### config.mk
export PLATFORM = sky130hd
export DESIGN_NAME = br_slot_ctl
export DESIGN_NICKNAME = d
export VERILOG_FILES = /design/src/rtl/brslot_pkg.sv /design/src/rtl/br_hazard.sv /design/src/rtl/br_eval.sv /design/src/rtl/br_pcreg.sv /design/src/rtl/br_slot_ctl.sv
export SDC_FILE = /design/constraint.sdc
export NUM_CORES = 1
export LEC_CHECK = 0
export ABC_AREA = 0
export BUFFER_PORTS_ARGS = -buffer_cell sky130_fd_sc_hd__clkbuf_2
export CAP_MARGIN = 10
export CORE_MARGIN = 2
export CORE_UTILIZATION = 40
export CTS_BUF_LIST = sky130_fd_sc_hd__clkbuf_2 sky130_fd_sc_hd__clkbuf_4 sky130_fd_sc_hd__clkbuf_8
export DETAILED_ROUTE_END_ITERATION = 10
export PLACE_DENSITY = 0.72
export RECOVER_POWER = 50
export SYNTH_ARGS = -nofsm -noshare
export SYNTH_HDL_FRONTEND = slang
export SYNTH_SLANG_ARGS = --single-unit
### constraint.sdc
create_clock -name clk -period 2.8 [get_ports clk]
set_input_delay 0.14 -clock clk [delete_from_list [all_inputs] [get_ports clk]]
set_output_delay 0.14 -clock clk [all_outputs]
set_load 0.1 [all_outputs]
### src/rtl/brslot_pkg.sv
package brslot_pkg;

    typedef enum logic [1:0] {
        BK_NONE    = 2'd0,
        BK_DELAYED = 2'd1,
        BK_CONV    = 2'd2,
        BK_CANCEL  = 2'd3
    } br_kind_e;

    typedef struct packed {
        logic resolve;
        logic taken;
        logic annul;
    } br_verdict_t;

    // Zero test with selectable polarity.
    function automatic logic zero_test(input logic on_nz, input logic is_zero);
        return on_nz ? !is_zero : is_zero;
    endfunction

    // Whether the slot instruction must be discarded for this kind and outcome.
    function automatic logic slot_dies(input br_kind_e kind, input logic taken);
        case (kind)
            BK_CONV:   return taken;
            BK_CANCEL: return !taken;
            default:   return 1'b0;
        endcase
    endfunction

endpackage

### src/rtl/br_hazard.sv
module br_hazard #(
    parameter int RAW = 5
) (
    input  logic           id_valid,
    input  logic           is_branch,
    input  logic [RAW-1:0] src_reg,
    input  logic           ex_wr_en,
    input  logic [RAW-1:0] ex_wr_reg,
    output logic           stall
);
    localparam logic [RAW-1:0] ZERO_REG = '0;

    logic match;

    always_comb begin
        match = ex_wr_en && (ex_wr_reg == src_reg) && (src_reg != ZERO_REG);
        stall = id_valid && is_branch && match;
    end

endmodule

### src/rtl/br_eval.sv
module br_eval
    import brslot_pkg::*;
#(
    parameter int XLEN = 32
) (
    input  logic              clk,
    input  logic              rst,
    input  logic              id_valid,
    input  br_kind_e          kind,
    input  logic              on_nz,
    input  logic [XLEN-1:0]   operand,
    input  logic              stall,
    output br_verdict_t       verdict
);
    logic is_zero;
    logic cond;

    always_comb begin
        is_zero         = (operand == '0);
        cond            = zero_test(on_nz, is_zero);
        verdict.resolve = id_valid && (kind != BK_NONE) && !stall;
        verdict.taken   = verdict.resolve && cond;
        verdict.annul   = verdict.resolve && slot_dies(kind, cond);
    end


    stall_noresolve_chk: assert property (@(posedge clk) disable iff (rst)
        stall |-> (!verdict.taken && !verdict.annul));


    delayed_keep_chk: assert property (@(posedge clk) disable iff (rst)
        (id_valid && kind == BK_DELAYED) |-> !verdict.annul);

endmodule

### src/rtl/br_pcreg.sv
module br_pcreg #(
    parameter int              XLEN     = 32,
    parameter int              STEP     = 4,
    parameter logic [XLEN-1:0] RESET_PC = '0
) (
    input  logic            clk,
    input  logic            rst,
    input  logic            stall,
    input  logic            redirect,
    input  logic [XLEN-1:0] target,
    input  logic            annul,
    output logic [XLEN-1:0] pc_q,
    output logic            id_valid_q
);
    localparam logic [XLEN-1:0] STEP_V = XLEN'(STEP);

    logic [XLEN-1:0] pc_d;
    logic            valid_d;

    always_comb begin
        if (stall) begin
            pc_d    = pc_q;
            valid_d = id_valid_q;
        end else begin
            pc_d    = redirect ? target : pc_q + STEP_V;
            valid_d = !annul;
        end
    end

    always_ff @(posedge clk) begin
        if (rst) begin
            pc_q       <= RESET_PC;
            id_valid_q <= 1'b0;
        end else begin
            pc_q       <= pc_d;
            id_valid_q <= valid_d;
        end
    end


    pc_hold_chk: assert property (@(posedge clk) disable iff (rst)
        stall |=> $stable(pc_q));


    valid_hold_chk: assert property (@(posedge clk) disable iff (rst)
        stall |=> $stable(id_valid_q));


    redirect_chk: assert property (@(posedge clk) disable iff (rst)
        (redirect && !stall) |=> (pc_q == $past(target)));


    seq_step_chk: assert property (@(posedge clk) disable iff (rst)
        (!redirect && !stall) |=> (pc_q == $past(pc_q) + STEP_V));


    annul_kill_chk: assert property (@(posedge clk) disable iff (rst)
        (annul && !stall) |=> !id_valid_q);

endmodule

### src/rtl/br_slot_ctl.sv
module br_slot_ctl
    import brslot_pkg::*;
#(
    parameter int              XLEN     = 32,
    parameter int              RAW      = 5,
    parameter int              STEP     = 4,
    parameter logic [XLEN-1:0] RESET_PC = 32'h0000_0100
) (
    input  logic            clk,
    input  logic            rst,
    input  logic [1:0]      dec_kind,
    input  logic            dec_on_nz,
    input  logic [XLEN-1:0] dec_operand,
    input  logic [RAW-1:0]  dec_src_reg,
    input  logic [XLEN-1:0] dec_target,
    input  logic            ex_wr_en,
    input  logic [RAW-1:0]  ex_wr_reg,
    output logic [XLEN-1:0] fetch_pc,
    output logic            id_valid,
    output logic            stall,
    output logic            br_taken,
    output logic            annul
);
    br_kind_e    kind;
    br_verdict_t verdict;
    logic        valid_q;
    logic        hz;

    assign kind = br_kind_e'(dec_kind);

    br_hazard #(.RAW(RAW)) u_hazard (
        .id_valid  (valid_q),
        .is_branch (kind != BK_NONE),
        .src_reg   (dec_src_reg),
        .ex_wr_en  (ex_wr_en),
        .ex_wr_reg (ex_wr_reg),
        .stall     (hz)
    );

    br_eval #(.XLEN(XLEN)) u_eval (
        .clk      (clk),
        .rst      (rst),
        .id_valid (valid_q),
        .kind     (kind),
        .on_nz    (dec_on_nz),
        .operand  (dec_operand),
        .stall    (hz),
        .verdict  (verdict)
    );

    br_pcreg #(.XLEN(XLEN), .STEP(STEP), .RESET_PC(RESET_PC)) u_pcreg (
        .clk        (clk),
        .rst        (rst),
        .stall      (hz),
        .redirect   (verdict.taken),
        .target     (dec_target),
        .annul      (verdict.annul),
        .pc_q       (fetch_pc),
        .id_valid_q (valid_q)
    );

    assign id_valid = valid_q;
    assign stall    = hz;
    assign br_taken = verdict.taken;
    assign annul    = verdict.annul;

endmodule

After elaboration in Yosys (flattened, before gate mapping)
Index checks and enable logic that the tools add are counted.

Logic and storage cells: 23. Input bits: 80. Bits in registers: 33. Output and inout bits: 36.

Reduce and logical (&&, ||, !) cells: 14. Muxes and demuxes: 3. Equality and inequality tests: 3. Add/sub/neg operators: 1.

Operators by type and width (number): $add A32 B3 Y32 const B (1); $logic_not A32 Y1 (1); $mux W32 (1); $logic_and A1 B1 Y1 (7); $eq A5 B5 Y1 (1); $reduce_bool A5 Y1 (1); $eq A2 B2 Y1 const B (2); $logic_not A1 Y1 (4); $pmux W1 S2 (1); $reduce_bool A2 Y1 (1); $mux W1 (1).

Longest topological paths before layout
Depth in word-level cells: 8. Gate-level depth with buffers: 10.

By module
A second synthesis with hierarchy kept.

Cell total of the unflattened synthesis: 300. Area total of the unflattened synthesis: 2289.7 sq um.

By module, submodules not included: br_pcreg (area each 2050.7 sq um, instances 1, seq. area each 660.6 sq um, cells each 267); br_eval (area each 148.9 sq um, instances 1, seq. area each 0.0 sq um, cells each 20); br_hazard (area each 83.8 sq um, instances 1, seq. area each 0.0 sq um, cells each 12); br_slot_ctl (area each 6.3 sq um, instances 1, seq. area each 0.0 sq um, cells each 1).

Least setup slack after synthesis
OpenSTA, ideal clock, no wires.

Kind: register -> register. From: reg u_pcreg.pc_q[11]. To: reg u_pcreg.pc_q[31]. Stages on the path, launching flop included: 8. Data required time: 2.668 ns. Path buffers: 0. Setup time: 0.132 ns. Data arrival time: 2.971 ns. Path slack: -0.303 ns. Cells stage by stage: dfxtp_1 > and4_4 > nand4_1 > or4_4 > or3_4 > or3_1 > a21oi_1 > o32ai_1.

Longest elaborated chain between the ends: 2.

RTL lines: from (decl) (line br_pcreg.sv:12) `output logic [XLEN-1:0] pc_q,`; from (signal assigned) (line br_pcreg.sv:35) `pc_q <= pc_d;`; $add A32 B3 Y32 (line br_pcreg.sv:25) `pc_d = redirect ? target : pc_q + STEP_V;`; $mux W32 (line br_pcreg.sv:25).

Every way passes these cells. A chain may end at the register's enable or synchronous reset.

Worst setup path in the final report
From: reg u_pcreg.pc_q[14]. To: reg u_pcreg.pc_q[31].

The elaborated chain is that of the path after synthesis.

==> flow_summary.toml <==
[run_status]
status = "finished clean"

[place]
dp_hpwl_mm = 5.23
portBuffers = 115
dp.cells = 461
place_congestion = 0.905

[power]
p_per_area_nw_per_um2 = 447
p_leak_nw = 1.23
ir_drop_mv = 0.192

[critical_path]
ff2ff_path_depth = 7
required_ns = 2.94
r2r-start = "u_pcreg.pc_q[14]$_SDFFE_PP0N_"
r2r_setup_slack_ns = 0.40
worst_ep_arrival_time_ns = 2.54
critPathLaunchType = "register"
critical_path_class = "reg -> reg"
cp-end-kind = "register"
r2r_end = "u_pcreg.pc_q[31]$_SDFFE_PP0N_"
critPathMaxFanout = 6

[logic_synthesis]
synth.avg_cell_area_um2 = 7.85
synth_top_cell_area_share_pct = 29.5
synth.yosys.warnings = 0
synthFlopType = "dfxtp_1"
synth_seq_area_share_pct = 29.5
synth_top_area_cell = "dfxtp_1"
synthDistinctLibCells = 50
synth_nets = 366
synthArstFlopShare_pct = 0
ys_ff_latch = 33
mappedNetlistArea_um2 = 2240
syn_inst = 285
synth.area.top_cells = "dfxtp_1 30%, mux2i_1 7.2%, o32ai_1 5.1%"
synth_edf_count = 0

[cts]
root_buffer = "clkbuf_8"
cts_resized = 0
clockBufferDepth = 2
post-cts-setup-buffer-count = 0
clk-insertion-delay-late_ns = 0.28
htree_num_levels = 2
cts_tree = "built"
cts_hold_buffers = 0
cts_buffers = 5
cts.sinks = 33
clkTransAtPathRegs_ns = 0.07

[route]
drc = 0
ant_nets = 0
drt_iter0_drc = 108
via_count = 2683
avgViaCountPerCell = 5.72
first_pass_iters = 4
avgRoutedWirePerCell_um = 14.8
wl_mm = 6.95

[grt]
grt_util_all_layers_pct = 22.6
grt_max_degree = 36
grt_pass1_wl_mm = 11.3
antenna_found_initial = 0
first_global_vias = 2555
overflow = 0

[timing]
finClkSkew_ns = 0.00590
timing.final.crit_share_pct = 85.6
finalCriticalPeriod_ns = 2.40
rsz0062_at_grt = "false"
fmaxAchievable_ghz = 0.417
whs_ns = 0.0841
setup_violations = 0
worst_slew_pin_slew_ns = 1.19
finalSetupTns_ns = 0
slew_headroom_pct = 21.3
hold_viol_final = 0
drv_slew = 0

[layout]
final_common_cell = "clkbuf_2"
nNetsFinal = 477
syn_to_final_growth_pct = 30.9
layoutNonFillerInstCount = 469
drive_above_1_share_pct = 30.7
final_cell_mix = "80 x clkbuf_2, 33 x clkbuf_1, 23 x nor2_1"
n_antenna_cell = 0

[floorplanning]
core_um2 = 5440
die_area_um2 = 6210
ios = 116
die_y_um = 78.8
row_count = 27
dieWidth_um = 78.8
start_util_pct = 41.2

[min_path]
hold_class = "in -> reg"
hold_depth = 3
holdPathEnd = "u_pcreg.pc_q[0]$_SDFFE_PP0P_"
hold_start = "dec_target[0]"

[flow_run]
maxCapViolCount = 0
[Yosys cell counts (2+ instances only)]
library cell	n
buf_6	3
mux2i_1	16
a22oi_1	10
and3_1	6
or3_2	2
a21o_1	2
o21a_1	4
or4_1	6
nor2_1	23
a31oi_1	8
nand2_1	18
xnor2_1	2
clkbuf_8	3
nor2b_1	4
a311oi_1	2
nor3_1	3
or2_2	2
clkbuf_1	7
dfxtp_1	33
o32ai_1	13
or3_1	6
o21ai_0	7
xor2_1	4
inv_1	15
nor4_1	12
nand3_1	20
a21oi_1	20
nand4_1	12
[sequential cells by signal, summed over array words and instances, names as in the netlist]
signal / count
u_pcreg.id_valid_q: 1
u_pcreg.pc_q: 32
[routing by layer]
| metal | vias to the layer above | track usage, % | share of wire (%) |
|---|---|---|---|
| met4 | 0 | 9.47 | 1.3 |
| met5 | - | 0 | 0 |
| li1 | 1304 | - | - |
| met3 | 8 | 5.57 | 9.0 |
| met1 | 1247 | 26.8 | 40 |
| met2 | 124 | 38.7 | 49 |
[worst max-delay path by stage]
stage / startpoint / to / slack (ns) / cells after the start
after floorplan: u_pcreg.id_valid_q$_SDFFE_PP0N_ / u_pcreg.pc_q[4]$_SDFFE_PP0N_ / 0.03 / 7
after global placement: dec_operand[25] / u_pcreg.pc_q[13]$_SDFFE_PP0N_ / 0.38 / 9
after detailed placement: dec_operand[25] / u_pcreg.pc_q[13]$_SDFFE_PP0N_ / 0.36 / 9
after CTS: u_pcreg.pc_q[14]$_SDFFE_PP0N_ / u_pcreg.pc_q[31]$_SDFFE_PP0N_ / 0.42 / 7
after global routing: u_pcreg.pc_q[2]$_SDFFE_PP0N_ / u_pcreg.pc_q[31]$_SDFFE_PP0N_ / 0.30 / 7
final: u_pcreg.pc_q[14]$_SDFFE_PP0N_ / u_pcreg.pc_q[31]$_SDFFE_PP0N_ / 0.40 / 7
[cell families (layout without fill, tap and decap cells)]
logic type	Yosys count	in the layout	synth area share [%]
adder cells (fa/ha/maj)	1	1	0.559
buffers and inverters	34	146	8.78
AO/OA/AOI/OAI	71	71	21.4
XOR/XNOR	6	6	2.35
multiplexers	16	16	7.15
AND/OR/NAND/NOR	124	124	30.2
flip-flops	33	33	29.5
[worst max-delay path: stages (launching register included)]
cell     delay (ns)
dfxtp_2        0.40
and3_1         0.20
nand3_1        0.14
or4_4          0.57
or3_4          0.40
or3_1          0.32
a21oi_1        0.15
o32ai_1        0.09
[power by group]
group,switching (mW),internal (mW)
registers,0.0376,0.498
clock network,0.172,0.206
logic,0.294,0.103
total,0.503,0.807
[area by class of cell]
| cell class | instances | area, um^2 |
|---|---|---|
| well taps | 72 | 90.1 |
| multi-input cells | 218 | 1380 |
| flip-flops and latches | 33 | 678 |
| inverters | 16 | 60.1 |
| clock buffers | 8 | 91.3 |
| fillers | 575 | 2510 |
| repair buffers | 122 | 629 |
[metrics by stage]
step	setup WS, ns	util, %	power [mW]	area, um^2
floorplan	0.0252	-	0.839	2260
global placement	0.381	53.0	0.944	2880
detailed placement	0.362	53.0	0.950	2880
CTS	0.418	54.6	1.32	2970
global route	0.304	53.9	1.37	2930
finish	0.403	53.9	1.31	2930
Note: power is estimated with default switching activity, not from simulation.
